==> src/rtl/backoff_pkg.sv <==
package backoff_pkg;

  localparam int DEF_BACKOFF_W   = 16;
  localparam int DEF_SCALE_SHIFT = 7;
  localparam int DEF_CEILING     = 4096;
  localparam int DEF_INIT        = 1;

  typedef enum logic {
    SEQ_IDLE = 1'b0,
    SEQ_WAIT = 1'b1
  } seq_state_t;

  // Interval to use after one more rejected attempt: double while not above ceiling.
  function automatic int next_interval(input int cur, input int ceil_v);
    if (cur > ceil_v) return cur;
    return cur * 2;
  endfunction

endpackage

==> src/rtl/backoff_interval.sv <==
module backoff_interval #(
  parameter int BACKOFF_W = 16,
  parameter int CEILING   = 4096,
  parameter int INIT      = 1
) (
  input  logic                 clk,
  input  logic                 rst_n,
  input  logic                 restore_i,
  input  logic                 advance_i,
  output logic [BACKOFF_W-1:0] value_o
);
  import backoff_pkg::*;

  logic [BACKOFF_W-1:0] value_q;
  logic [BACKOFF_W-1:0] value_next;
  logic [BACKOFF_W-1:0] grown;

  always_comb begin
    grown = BACKOFF_W'(next_interval(int'($signed(value_q)), CEILING));
  end

  always_comb begin
    value_next = value_q;
    if (restore_i) begin
      value_next = BACKOFF_W'(INIT);
    end else if (advance_i) begin
      value_next = grown;
    end
  end

  always_ff @(posedge clk or negedge rst_n) begin
    if (!rst_n) begin
      value_q <= BACKOFF_W'(INIT);
    end else begin
      value_q <= value_next;
    end
  end

  assign value_o = value_q;

endmodule

==> src/rtl/wait_request.sv <==
module wait_request #(
  parameter int BACKOFF_W   = 16,
  parameter int SCALE_SHIFT = 7,
  localparam int WAIT_W     = BACKOFF_W + SCALE_SHIFT
) (
  input  logic                 clk,
  input  logic                 rst_n,
  input  logic                 issue_i,
  input  logic [BACKOFF_W-1:0] interval_i,
  output logic [WAIT_W-1:0]    amount_o,
  output logic                 start_o
);

  function automatic logic [WAIT_W-1:0] scale_to_cycles(input logic [BACKOFF_W-1:0] units);
    return WAIT_W'(units) << SCALE_SHIFT;
  endfunction

  logic [WAIT_W-1:0] amount_q;
  logic              start_q;

  always_ff @(posedge clk or negedge rst_n) begin
    if (!rst_n) begin
      amount_q <= '0;
      start_q  <= 1'b0;
    end else begin
      start_q <= issue_i;
      if (issue_i) begin
        amount_q <= scale_to_cycles(interval_i);
      end
    end
  end

  assign amount_o = amount_q;
  assign start_o  = start_q;

endmodule

==> src/rtl/retry_sequencer.sv <==
module retry_sequencer (
  input  logic clk,
  input  logic rst_n,
  input  logic fail_i,
  input  logic ok_i,
  input  logic done_i,
  output logic accept_o,
  output logic ready_o
);
  import backoff_pkg::*;

  seq_state_t state_q;
  seq_state_t state_next;

  always_comb begin
    accept_o   = (state_q == SEQ_IDLE) && fail_i && !ok_i;
    state_next = state_q;
    case (state_q)
      SEQ_IDLE: if (accept_o) state_next = SEQ_WAIT;
      SEQ_WAIT: if (done_i)   state_next = SEQ_IDLE;
      default:                state_next = SEQ_IDLE;
    endcase
  end

  always_ff @(posedge clk or negedge rst_n) begin
    if (!rst_n) begin
      state_q <= SEQ_IDLE;
    end else begin
      state_q <= state_next;
    end
  end

  assign ready_o = (state_q == SEQ_IDLE);

endmodule

==> src/rtl/backoff_retry_ctrl.sv <==
module backoff_retry_ctrl #(
  parameter int BACKOFF_W   = backoff_pkg::DEF_BACKOFF_W,
  parameter int SCALE_SHIFT = backoff_pkg::DEF_SCALE_SHIFT,
  parameter int CEILING     = backoff_pkg::DEF_CEILING,
  parameter int INIT        = backoff_pkg::DEF_INIT,
  localparam int WAIT_W     = BACKOFF_W + SCALE_SHIFT
) (
  input  logic                 clk,
  input  logic                 rst_n,
  input  logic                 attempt_fail_i,
  input  logic                 attempt_ok_i,
  input  logic                 pause_done_i,
  output logic [BACKOFF_W-1:0] backoff_o,
  output logic [WAIT_W-1:0]    wait_amt_o,
  output logic                 wait_start_o,
  output logic                 retry_ready_o
);

  // Named internal events, visible to the bound checker.
  logic fail_accepted;
  logic success_seen;

  assign success_seen = attempt_ok_i;

  retry_sequencer u_seq (
    .clk      (clk),
    .rst_n    (rst_n),
    .fail_i   (attempt_fail_i),
    .ok_i     (attempt_ok_i),
    .done_i   (pause_done_i),
    .accept_o (fail_accepted),
    .ready_o  (retry_ready_o)
  );

  backoff_interval #(
    .BACKOFF_W (BACKOFF_W),
    .CEILING   (CEILING),
    .INIT      (INIT)
  ) u_interval (
    .clk       (clk),
    .rst_n     (rst_n),
    .restore_i (success_seen),
    .advance_i (fail_accepted),
    .value_o   (backoff_o)
  );

  wait_request #(
    .BACKOFF_W   (BACKOFF_W),
    .SCALE_SHIFT (SCALE_SHIFT)
  ) u_wait (
    .clk        (clk),
    .rst_n      (rst_n),
    .issue_i    (fail_accepted),
    .interval_i (backoff_o),
    .amount_o   (wait_amt_o),
    .start_o    (wait_start_o)
  );

endmodule

==> config.mk <==
export PLATFORM = sky130hd
export DESIGN_NAME = backoff_retry_ctrl
export DESIGN_NICKNAME = d
export VERILOG_FILES = /design/src/rtl/backoff_pkg.sv /design/src/rtl/backoff_interval.sv /design/src/rtl/wait_request.sv /design/src/rtl/retry_sequencer.sv /design/src/rtl/backoff_retry_ctrl.sv
export SDC_FILE = /design/constraint.sdc
export NUM_CORES = 1
export LEC_CHECK = 0
export BUFFER_PORTS_ARGS = -buffer_cell sky130_fd_sc_hd__buf_2
export CORE_MARGIN = 2
export CORE_UTILIZATION = 52
export CTS_CLUSTER_SIZE = 28
export DETAILED_ROUTE_END_ITERATION = 16
export PLACE_DENSITY_LB_ADDON = 0.2
export SETUP_SLACK_MARGIN = 0.4
export SLEW_MARGIN = 0
export SYNTH_ARGS = -nofsm -noshare
export SYNTH_HDL_FRONTEND = slang
export SYNTH_SLANG_ARGS = --single-unit
==> constraint.sdc <==
create_clock -name clk -period 2.64 [get_ports clk]
set_input_delay 0.132 -clock clk [delete_from_list [all_inputs] [get_ports clk]]
set_output_delay 0.132 -clock clk [all_outputs]
set_load 0.03 [all_outputs]
Word level (Yosys, flattened, before mapping)
Index checks and enable logic that the tools add are counted.

Order comparisons: 1. Equality and inequality tests: 1. Muxes and demuxes: 8. Bitwise gates (word level): 1. Reduce and logical (&&, ||, !) cells: 5.

Operators with widths (count): $mux W16 (4); $gt A16 B14 Y1 const B (1); $mux W1 (3); $ne A3 B3 Y1 const B (1); $logic_and A1 B1 Y1 (2); $pmux W1 S2 (1); $reduce_and A2 Y1 (1); $reduce_bool A2 Y1 (1); $logic_not A1 Y1 (1); $not A1 Y1 (1).

Register bits after elaboration: 34. Input port bits: 5. Output and inout port bits: 41. Logic and storage cells: 20.

Logic depth before layout (Yosys ltp)
Gate-level depths: netlist (run 1).

Depth after elaboration: 5. Depth in mapped cells: 7. Mapped depth without buffers: 5.

By module
From an unflattened synthesis (run 1), not the netlist that was laid out.

Cell total of the unflattened synthesis: 108. Area total of the unflattened synthesis: 1539.0 sq um.

Modules (own cells, without submodules): backoff_interval (instances 1, cells each 61, area each 759.5 sq um, sequential area each 401.6 sq um); wait_request (instances 1, cells each 43, area each 730.7 sq um, sequential area each 425.4 sq um); retry_sequencer (instances 1, cells each 4, area each 48.8 sq um, sequential area each 25.0 sq um).

Worst setup path before layout (run 1)
No wires, ideal clock.

Path type: register to register. From: reg u_interval.value_q[12] (netlist: u_interval.value_o[12]). To: reg u_interval.value_q[15] (netlist: u_interval.value_o[15]). Setup time: 121 ps. Arrival: 1570 ps. Data required time: 2519 ps. Path slack: 949 ps. Cell stages (with the launch flop): 6. Path buffers: 1. Period minus slack after synthesis: 1691 ps. Path through: dfrtp_1 nor4b_1 and4_1 o31a_4 buf_6 a22o_1.

Cells in the longest elaborated chain, start to end: 5. Elaborated cells on any way between the ends: 7. Classes of those cells: order compare (1); eq/ne (1); mux (4); reduce/logical (1).

Ends and longest elaborated chain: start, declared (RTL line backoff_interval.sv:14) `logic [BACKOFF_W-1:0] value_q;`; start signal, assigned (RTL line backoff_interval.sv:33) `value_q <= BACKOFF_W'(INIT);`; start signal, assigned (RTL line backoff_interval.sv:35) `value_q <= value_next;`; $gt A16 B14 Y1 (*) (RTL line backoff_pkg.sv:15) `if (cur > ceil_v) return cur;`; $mux W1 (RTL line backoff_pkg.sv:15); $mux W16 (RTL line backoff_pkg.sv:16) `return cur * 2;`; $mux W16 (RTL line backoff_interval.sv:26) `end else if (advance_i) begin`; $mux W16 (RTL line backoff_interval.sv:24) `if (restore_i) begin`.

Every way passes the cells marked *; elsewhere a longest branch is shown, timed or not. The select of a mux whose other input is x is not followed. A chain may end at the register's enable or synchronous reset.

Final worst setup path (run 1)
From: reg u_interval.value_q[15] (netlist: u_interval.value_o[15]). To: reg u_interval.value_q[1] (netlist: u_interval.value_o[1]).

The elaborated chain is that of the path after synthesis.

==> results of run 1 <==
sequential cells by signal, summed over array words and instances, names as in the netlist:
signal              count
u_interval.value_o     16
u_seq.state_q           1
u_wait.amount_o        16
u_wait.start_o          1
where the power goes:
group	switching [mW]	internal, mW	total (mW)
clock network	0.166	0.182	0.348
logic	0.0870	0.0267	0.114
registers	0.00980	0.536	0.546
cell type report:
cell class,instances,share of cell area (%)
timing repair buffer,40,12.8
tap,30,2.29
sequential,34,52.0
inverter,2,0.611
multi-input combinational,85,27.4
clock buffer,8,4.81
layout by cell type, fill, tap and decap left out:
| cell | count |
|---|---|
| nand2_1 | 48 |
| buf_2 | 38 |
| dfrtp_1 | 33 |
| a22o_1 | 11 |
| conb_1 | 7 |
| clkbuf_4 | 5 |
| a22o_2 | 4 |
| nor4_1 | 3 |
| clkbuf_8 | 3 |
| nor2_1 | 2 |
| dlygate4sd3_1 | 2 |
| nand2b_1 | 1 |
| or2_2 | 1 |
| inv_4 | 1 |
| inv_1 | 1 |
| o21ai_0 | 1 |
| nor4b_1 | 1 |
| and4_1 | 1 |
| nor3_1 | 1 |
| or3_1 | 1 |
| a21oi_1 | 1 |
| o21bai_2 | 1 |
| o31a_4 | 1 |
| dfstp_2 | 1 |
cell families (layout without fill, tap and decap cells):
logic type,Yosys count,after routing,share of synthesized area [%]
flops,34,34,61.7
simple gates,59,59,18.0
other cells,1,7,0.272
buf+inv,14,50,7.34
compound gates,19,19,12.7
routing by layer:
metal | vias up | track usage (%) | routed length, microns
met5 | - | 0 | 0
met4 | 0 | 7.67 | 57
met3 | 9 | 8.43 | 202
met2 | 42 | 25.7 | 1250
met1 | 500 | 26.1 | 1200
li1 | 496 | - | -
worst max-delay path by stage:
stage,endpoint,cells past startpoint
after floorplan,u_interval.value_o[15]$_DFFE_PN0P_,5
after global placement,u_interval.value_o[12]$_DFFE_PN0P_,5
after detailed placement,u_interval.value_o[9]$_DFFE_PN0P_,5
after CTS,u_interval.value_o[11]$_DFFE_PN0P_,5
after global routing,u_interval.value_o[1]$_DFFE_PN0P_,4
final,u_interval.value_o[1]$_DFFE_PN0P_,4
worst reg2reg max path: stages (launching register included):
cell and delay [ns]:
dfrtp_1 0.45, nor4b_1 0.31, and4_1 0.30, o21bai_2 0.21, a22o_2 0.32
timing repair:
action / in CTS / in global routing
hold buffers: 2 / 0
setup buffers: 0 / 0
endpoints found under the hold margin: 34 / 0
per-stage QoR:
stage | worst slack (ns) | total power, mW | utilization (%)
floorplan | 0.949 | 0.646 | -
global placement | 0.993 | 0.667 | 61.6
detailed placement | 0.945 | 0.670 | 61.6
CTS | 0.917 | 1.02 | 65.5
global route | 0.810 | 1.06 | 65.5
finish | 0.936 | 1.01 | 65.5
==> metrics, run 1 <==
status=finished clean; synthesized area per cell=10.9 sq um; mapped cell area=1380 sq um; leakage dissipation=0.967 nW; FF+latch area=852 sq um; Arr. time, crit path=1.93 ns; Avg WL per Cell=13.6 microns; top cells by area, synth=dfrtp_1 (60%), nand2_1 (13%), a22o_1 (7.0%); Yosys top cell area share=59.8%; DR pass1 iterations=5; DR vias=1047; Final Hold Fails=0; CP bufs+invs=0; clock skew=0.00627 ns; Gate Count Post-Synth=127; initial antenna violation count=0; layout cells sized above 1=32.5%; Starting Density=55.2%; R2R depth=4; power per cell area=615 nW/um^2; fillers=213; # port buffers=38; worst-margin pin slew=0.721 ns; Starting DRT DRC Count=18; cell with the most instances after synthesis=nand2_1; Final Critical Period=1.70 ns; Inserted Clock Buffers=5; CTS tree=yes; Setup TNS Final=0 ns; RSZ-0062 raised after global routing=false; r2r endpoint=u_interval.value_o[1]$_DFFE_PN0P_; chip height=55.5 microns; Worst Path Required=2.87 ns; Cell Area, Placed=1540 sq um; GRT Util Overall=18.8%; area occupied by multi-input gates=449 sq um; drt drc=0; Total Routed Length=2700 microns; reg2reg setup slack=0.94 ns; FF+latch count, synth=34; Seq/Total Area, Yosys=61.7%; Max FO, Critical Path=14; Max Root-Sink Buffers=2; width of the die=55.5 microns; Worst Setup End Kind=flop; GP Congestion=0.821; asr flop ratio synth=100%; Rows=18; n_diodes=0; Synth area leader=dfrtp_1; Critical R2R Launch=u_interval.value_o[15]$_DFFE_PN0P_; layout net count=173; design area=1640 sq um; HP Class=in -> reg; worst-path cell chain=nor4b_1 -> and4_1 -> o21bai_2 -> a22o_2; global route total overflow=0; final std cells w/o fill=199; launch point of the worst path=u_interval.value_o[15]$_DFFE_PN0P_; Worst Setup Start Kind=flop; yosys synthesis warning count=0; # resized after CTS=0; EDFF count, synth=0; peak supply drop=0.000497 V; area growth from synthesis to layout=18.7%; synth cell count leaders=nand2_1 (48), dfrtp_1 (33), a22o_1 (11); CP top delay family=simple AND/OR/NAND/NOR gates; Die Area=3080 sq um; Post-DP HPWL=1840 microns; crit-path max cell delay=0.45 ns; Worst-Skew Late Latency=0.34 ns; Root Buffer=clkbuf_4; first-pass GRT wire length=4440 microns; CP max stage cell=dfrtp_1; final antenna-violating net count=0; hold endpoint=u_interval.value_o[0]$_DFFE_PN1P_; crit path kind=reg -> reg; largest net degree at the start of global routing=35; IO Pins=46; cell count after placement=189; maxcap violations=0; vias in the first global route=922; via/cell ratio=5.26; Final Slew Violations=0; Max Clock Freq=0.587 GHz; Reg clk slew, reported paths=0.10 ns; hold depth=3; # H-tree levels=2; Final setup viols=0; Core Region=2500 sq um; final critical-path share of the clock period=64.5%; CTS sink cnt=34; hold path start=attempt_ok_i; WHS=0.0514 ns; Distinct cells, synth=24; prevailing post-synth register cell=dfrtp_1; Worst slew margin=51.9%
No activity file was read; power rests on OpenSTA's default activity.
==> inputs of run 2 (changes only) <==
- CORE_UTILIZATION: 52 -> 44
- clock period: 2.64 -> 1.5 ns (I/O delays scaled with it)
==> metrics, run 2 (synthesis gave the netlist of run 1 again) <==
DR vias=1303 (+24%); GP Congestion=0.776 (-5.5%); first-pass GRT wire length=6390 microns (+44%); Worst-Skew Late Latency=0.34 ns (about the same); layout cells sized above 1=64.6% (+32 points); Critical R2R Launch=u_interval.value_o[15]$_DFFE_PN0P_; Reg clk slew, reported paths=0.10 ns (about the same); GRT Util Overall=25.6% (+6.8 points); chip height=60.0 microns (+8.1%); launch point of the worst path=u_interval.value_o[15]$_DFFE_PN0P_; Max FO, Critical Path=7 (-7); Core Region=3030 sq um (+21%); Worst Path Required=1.73 ns (-1.14 ns); r2r endpoint=u_interval.value_o[13]$_DFFE_PN0P_; Root Buffer=clkbuf_4; P_int=1.27 mW (+71%); CTS sink cnt=34 (unchanged); Final Critical Period=1.57 ns (-0.138 ns); Starting DRT DRC Count=60 (+42); Worst Setup Start Kind=flop; Final Hold Fails=0 (unchanged); Inserted Clock Buffers=5 (unchanged); layout net count=213 (+23%); Worst slew margin=65.3% (+13 points); crit-path max cell delay=0.45 ns (about the same); Setup TNS Final=-0.330 ns (-0.330 ns); global route total overflow=0 (unchanged); final std cells w/o fill=253 (+27%); cell count after placement=226 (+20%); largest net degree at the start of global routing=24 (-31%); Flop pwr share=53.3% (-0.9 points); clock share of power=27.3% (-7.2 points); maxcap violations=0 (unchanged); Final setup viols=11 (+11); peak supply drop=0.000710 V (+43%); n_diodes=0 (unchanged); hold path start=attempt_ok_i; clock skew=0.00970 ns (+0.00343 ns); Final Util=79.5% (+14 points); area growth from synthesis to layout=74.4%; IO Pins=46 (unchanged); drt drc=0 (unchanged); Sw Share=29.9% (+3.8 points); most common cell after layout, fill and taps aside=buf_6; fillers=166 (-22%); width of the die=60.0 microns (+8.1%); # port buffers=38 (unchanged); final antenna-violating net count=0 (unchanged); Die Area=3600 sq um (+17%); RSZ-0062 raised after global routing=true; power per cell area=752 nW/um^2 (+22%); area occupied by multi-input gates=688 sq um (+53%); initial antenna violation count=0 (unchanged); HP Class=in -> reg; leakage dissipation=1.28 nW (+32%); status=finished with violations; CP top delay family=simple AND/OR/NAND/NOR gates; DR pass1 iterations=5 (unchanged); Final Slew Violations=0 (unchanged); Post-DP HPWL=2260 microns (+23%); CP Depth=4 (unchanged); worst-path cell chain=nor4b_4 -> and4_4 -> o21bai_4 -> a22o_2; CTS tree=yes; most frequent cells in the layout=buf_6 (35), nand2_1 (25), dfrtp_1 (22); worst-margin pin slew=0.520 ns (-0.201 ns); Starting Density=45.6% (-9.6 points); Max Root-Sink Buffers=2 (unchanged); Worst Setup End Kind=flop; Arr. time, crit path=1.80 ns (-0.13 ns); vias in the first global route=1228 (+33%); CP max stage cell=dfrtp_2; via/cell ratio=5.15 (-2.1%); crit path kind=reg -> reg; crit path setup slack, layout=-0.0659 ns (-1.00 ns); final critical-path share of the clock period=104% (+40 points); failing checks=negative setup slack; Total Routed Length=4590 microns (+70%); crit path to=u_interval.value_o[13]$_DFFE_PN0P_; Max Clock Freq=0.639 GHz (+8.8%); pre-CTS WS=-0.190 ns (-1.13 ns); Rows=20 (+2); FF+latch area=866 sq um (+1.6%); R2R depth=4 (unchanged); Comb power frac=19.3% (+8.0 points); NetSw=0.541 mW (+110%); CP bufs+invs=0 (unchanged); # H-tree levels=2 (unchanged); reg2reg setup slack=-0.07 ns (-1.00 ns); Avg WL per Cell=18.2 microns (+34%)
run 2: cell count changes in the layout (fill, tap and decap cells not counted), moves of 10 or more:
| cell | before | now |
|---|---|---|
| buf_6 | 0 | 35 |
| nand2_1 | 48 | 25 |
| buf_2 | 38 | 21 |
| buf_4 | 0 | 15 |
| nand2_4 | 0 | 13 |
| dfrtp_1 | 33 | 22 |
| dfrtp_2 | 0 | 11 |
| nand2_2 | 0 | 10 |
run 2: worst min-delay path by stage:
stage / end / slack (ns) / cells after the start
global route: u_interval.value_o[0]$_DFFE_PN1P_ / 0.07 / 3
global placement: u_wait.amount_o[7]$_DFFE_PN0P_ / 0.07 / 1
finish: u_interval.value_o[0]$_DFFE_PN1P_ / 0.08 / 3
detailed placement: u_wait.amount_o[7]$_DFFE_PN0P_ / 0.08 / 1
CTS: u_interval.value_o[0]$_DFFE_PN1P_ / 0.03 / 3
floorplan: u_interval.value_o[10]$_DFFE_PN0P_ / -0.22 / 0
run 2: through the flow:
stage | power (mW) | hold slack, ns | area [sq um]
global route | 1.88 | 0.0741 | 2410
global placement | 1.20 | 0.0705 | 1750
CTS | 1.75 | 0.0330 | 2160
finish | 1.81 | 0.0840 | 2410
detailed placement | 1.21 | 0.0755 | 1750
floorplan | 1.15 | -0.221 | 1450
run 2: tightest hold or removal path: cells and delay by family:
kind	cells	cell delay [ns]
buf+inv	1	0.14
simple gates	2	0.21
run 2: metal layers:
metal  part of all wire [%]  global-route usage, %  up-vias
li1                       -                      -      581
met1                     41                   33.2      660
met2                     51                   39.1       55
met3                    6.4                   8.01        7
met4                    1.8                   11.7        0
met5                      0                      0        -
run 2: power by group through the flow:
stage          clock network, mW  logic [mW]  registers, mW
6_report                   0.495       0.350          0.966
2_1_floorplan                  0       0.123           1.02
4_1_cts                    0.489       0.300          0.962
3_5_place_dp                   0       0.234          0.975
3_3_place_gp                   0       0.227          0.973
5_1_grt                    0.543       0.372          0.968
run 2: repair_timing:
item | in CTS | in global routing
pin swaps | 11 | 46
hold buffers | 2 | 0
resized for setup | 79 | 33
setup endpoints to repair | 50 | 51
setup buffers | 3 | 10
hold endpoints to repair | 22 | 0
gates cloned | 3 | 1
run 2: cell type report:
cell class / instances / area share [%]
sequential: 34 / 36.0
timing repair buffer: 78 / 30.5
multi-input combinational: 87 / 28.6
tap: 44 / 2.29
clock buffer: 8 / 2.03
inverter: 2 / 0.624
==> inputs of run 3 (changes only) <==
- RECOVER_POWER: default -> 100
==> metrics, run 3 (synthesis gave the netlist of run 1 again) <==
RSZ-0062 raised after global routing=true; failing checks=negative setup slack; n_diodes=0 (unchanged); worst-path cell chain=nor4b_4 -> and4_4 -> o21bai_4 -> a22o_2; CTS tree=yes; IO Pins=46 (unchanged); crit path kind=reg -> reg; Post-DP HPWL=2260 microns (unchanged); hold endpoint=u_interval.value_o[0]$_DFFE_PN1P_; Worst Path Required=1.73 ns (about the same); CP top delay family=simple AND/OR/NAND/NOR gates; width of the die=60.0 microns (unchanged); WHS=0.0828 ns (-0.00115 ns); GP Congestion=0.776 (unchanged); clock skew=0.00879 ns (-0.000913 ns); CP max stage cell=dfrtp_2; P_int=1.25 mW (-1.2%); Avg WL per Cell=18.2 microns (about the same); power per cell area=777 nW/um^2 (+3.3%); r2r endpoint=u_interval.value_o[13]$_DFFE_PN0P_; Worst Setup Start Kind=flop; most frequent cells in the layout=clkbuf_1 (31), buf_6 (26), nand2_1 (25); largest net degree at the start of global routing=24 (unchanged); drt drc=0 (unchanged); Worst slew margin=61.9% (-3.4 points); maxcap violations=0 (unchanged); Inserted Clock Buffers=5 (unchanged); Sw Share=30.0% (+0.16 points); CP bufs+invs=0 (unchanged); reg2reg setup slack=-0.07 ns (about the same); # port buffers=38 (unchanged); status=finished with violations; via/cell ratio=5.15 (about the same); Reg clk slew, reported paths=0.10 ns (about the same); most common cell after layout, fill and taps aside=clkbuf_1; area growth from synthesis to layout=67.2%; hold path start=attempt_ok_i; final antenna-violating net count=0 (unchanged); NetSw=0.539 mW (-0.43%); clock share of power=27.5% (+0.2 points); Root Buffer=clkbuf_4; Arr. time, crit path=1.80 ns (about the same); first-pass GRT wire length=6390 microns (unchanged); Rows=20 (unchanged); initial antenna violation count=0 (unchanged); Core Region=3030 sq um (unchanged); Die Area=3600 sq um (unchanged); pre-CTS WS=-0.190 ns (unchanged); leakage dissipation=1.15 nW (-9.8%); Starting Density=45.6% (unchanged); final critical-path share of the clock period=105% (+0.25 points); HP Class=in -> reg; Final setup viols=14 (+3); Comb power frac=18.7% (-0.6 points); DR pass1 iterations=4 (-1); Critical R2R Launch=u_interval.value_o[15]$_DFFE_PN0P_; Max FO, Critical Path=7 (unchanged); vias in the first global route=1228 (unchanged); Final Hold Fails=0 (unchanged); worst-margin pin slew=0.571 ns (+0.0510 ns); Worst-Skew Late Latency=0.34 ns (about the same); R2R depth=4 (unchanged); global route total overflow=0 (unchanged); Max Clock Freq=0.637 GHz (-0.24%); crit-path max cell delay=0.45 ns (about the same); # H-tree levels=2 (unchanged); Worst Setup End Kind=flop; Final Slew Violations=0 (unchanged); Final Critical Period=1.57 ns (+0.00373 ns); layout net count=213 (unchanged); chip height=60.0 microns (unchanged); DR vias=1304 (+0.077%); hold depth=3 (unchanged); Total Routed Length=4590 microns (about the same); layout cells sized above 1=50.2% (-14 points); peak supply drop=0.000739 V (+4.1%); GRT Util Overall=25.6% (unchanged); Starting DRT DRC Count=53 (-12%); Flop pwr share=53.8% (+0.5 points); CTS sink cnt=34 (unchanged); Max Root-Sink Buffers=2 (unchanged); crit path setup slack, layout=-0.0696 ns (-0.00373 ns)
run 3: cell count changes in the layout (fill, tap and decap cells not counted), sizes merged:
cell	before	now
clkbuf	9	38
buf	75	46
run 3: area by class of cell:
| type | instances | area [sq um] |
|---|---|---|
| sequential | 34 | 865 |
| fill | 201 | 721 |
| multi-input combinational | 87 | 686 |
| timing repair buffer | 78 | 638 |
| tap | 44 | 55.1 |
| clock buffer | 8 | 48.8 |
| inverter | 2 | 15.0 |
run 3: worst max-delay path by stage:
stage / from / endpoint / slack, ns / depth (start not counted)
3_3_place_gp: u_interval.value_o[7]$_DFFE_PN0P_ / u_interval.value_o[2]$_DFFE_PN0P_ / -0.13 / 4
2_1_floorplan: u_interval.value_o[0]$_DFFE_PN1P_ / u_interval.value_o[12]$_DFFE_PN0P_ / -0.09 / 5
3_5_place_dp: u_interval.value_o[7]$_DFFE_PN0P_ / u_interval.value_o[1]$_DFFE_PN0P_ / -0.19 / 4
4_1_cts: u_interval.value_o[10]$_DFFE_PN0P_ / u_interval.value_o[8]$_DFFE_PN0P_ / -0.04 / 4
6_report: u_interval.value_o[15]$_DFFE_PN0P_ / u_interval.value_o[13]$_DFFE_PN0P_ / -0.07 / 4
5_1_grt: u_interval.value_o[15]$_DFFE_PN0P_ / u_interval.value_o[13]$_DFFE_PN0P_ / -0.12 / 4
run 3: stage by stage:
stage / util (%) / TNS [ns] / power, mW / cell area [sq um] / cells
2_1_floorplan: - / -0.975 / 1.15 / 1450 / 133
3_3_place_gp: 57.9 / -1.60 / 1.20 / 1750 / 226
3_5_place_dp: 57.9 / -2.31 / 1.21 / 1750 / 226
4_1_cts: 71.4 / -0.344 / 1.75 / 2160 / 242
5_1_grt: 76.2 / -1.61 / 1.87 / 2310 / 253
6_report: 76.2 / -0.385 / 1.79 / 2310 / 253
run 3: metal layers:
layer  up-vias  track usage (%)  part of all wire [%]
li1        583                -                     -
met1       666             33.2                    41
met2        48             39.1                    52
met3         7             8.01                   5.6
met4         0             11.7                   1.8
met5         -                0                     0
run 3: repair_timing:
| action | CTS | global route |
|---|---|---|
| hold buffers | 2 | 0 |
| buffers inserted | 3 | 10 |
| gates resized for setup | 79 | 33 |
| pin swaps | 11 | 46 |
| setup endpoints to repair | 50 | 51 |
| hold endpoints to repair | 22 | 0 |
| gates cloned | 3 | 1 |
run 3: worst min-delay path, cell delays in order:
cell	delay (ns)
buf_2	0.14
nor2_1	0.14
nor2_1	0.06
run 3: power groups by stage:
stage,sequential (mW),clock (mW),combinational (mW)
after floorplan,1.02,0,0.123
after global placement,0.973,0,0.227
after detailed placement,0.975,0,0.234
after CTS,0.962,0.489,0.300
after global routing,0.968,0.543,0.356
final,0.966,0.493,0.335
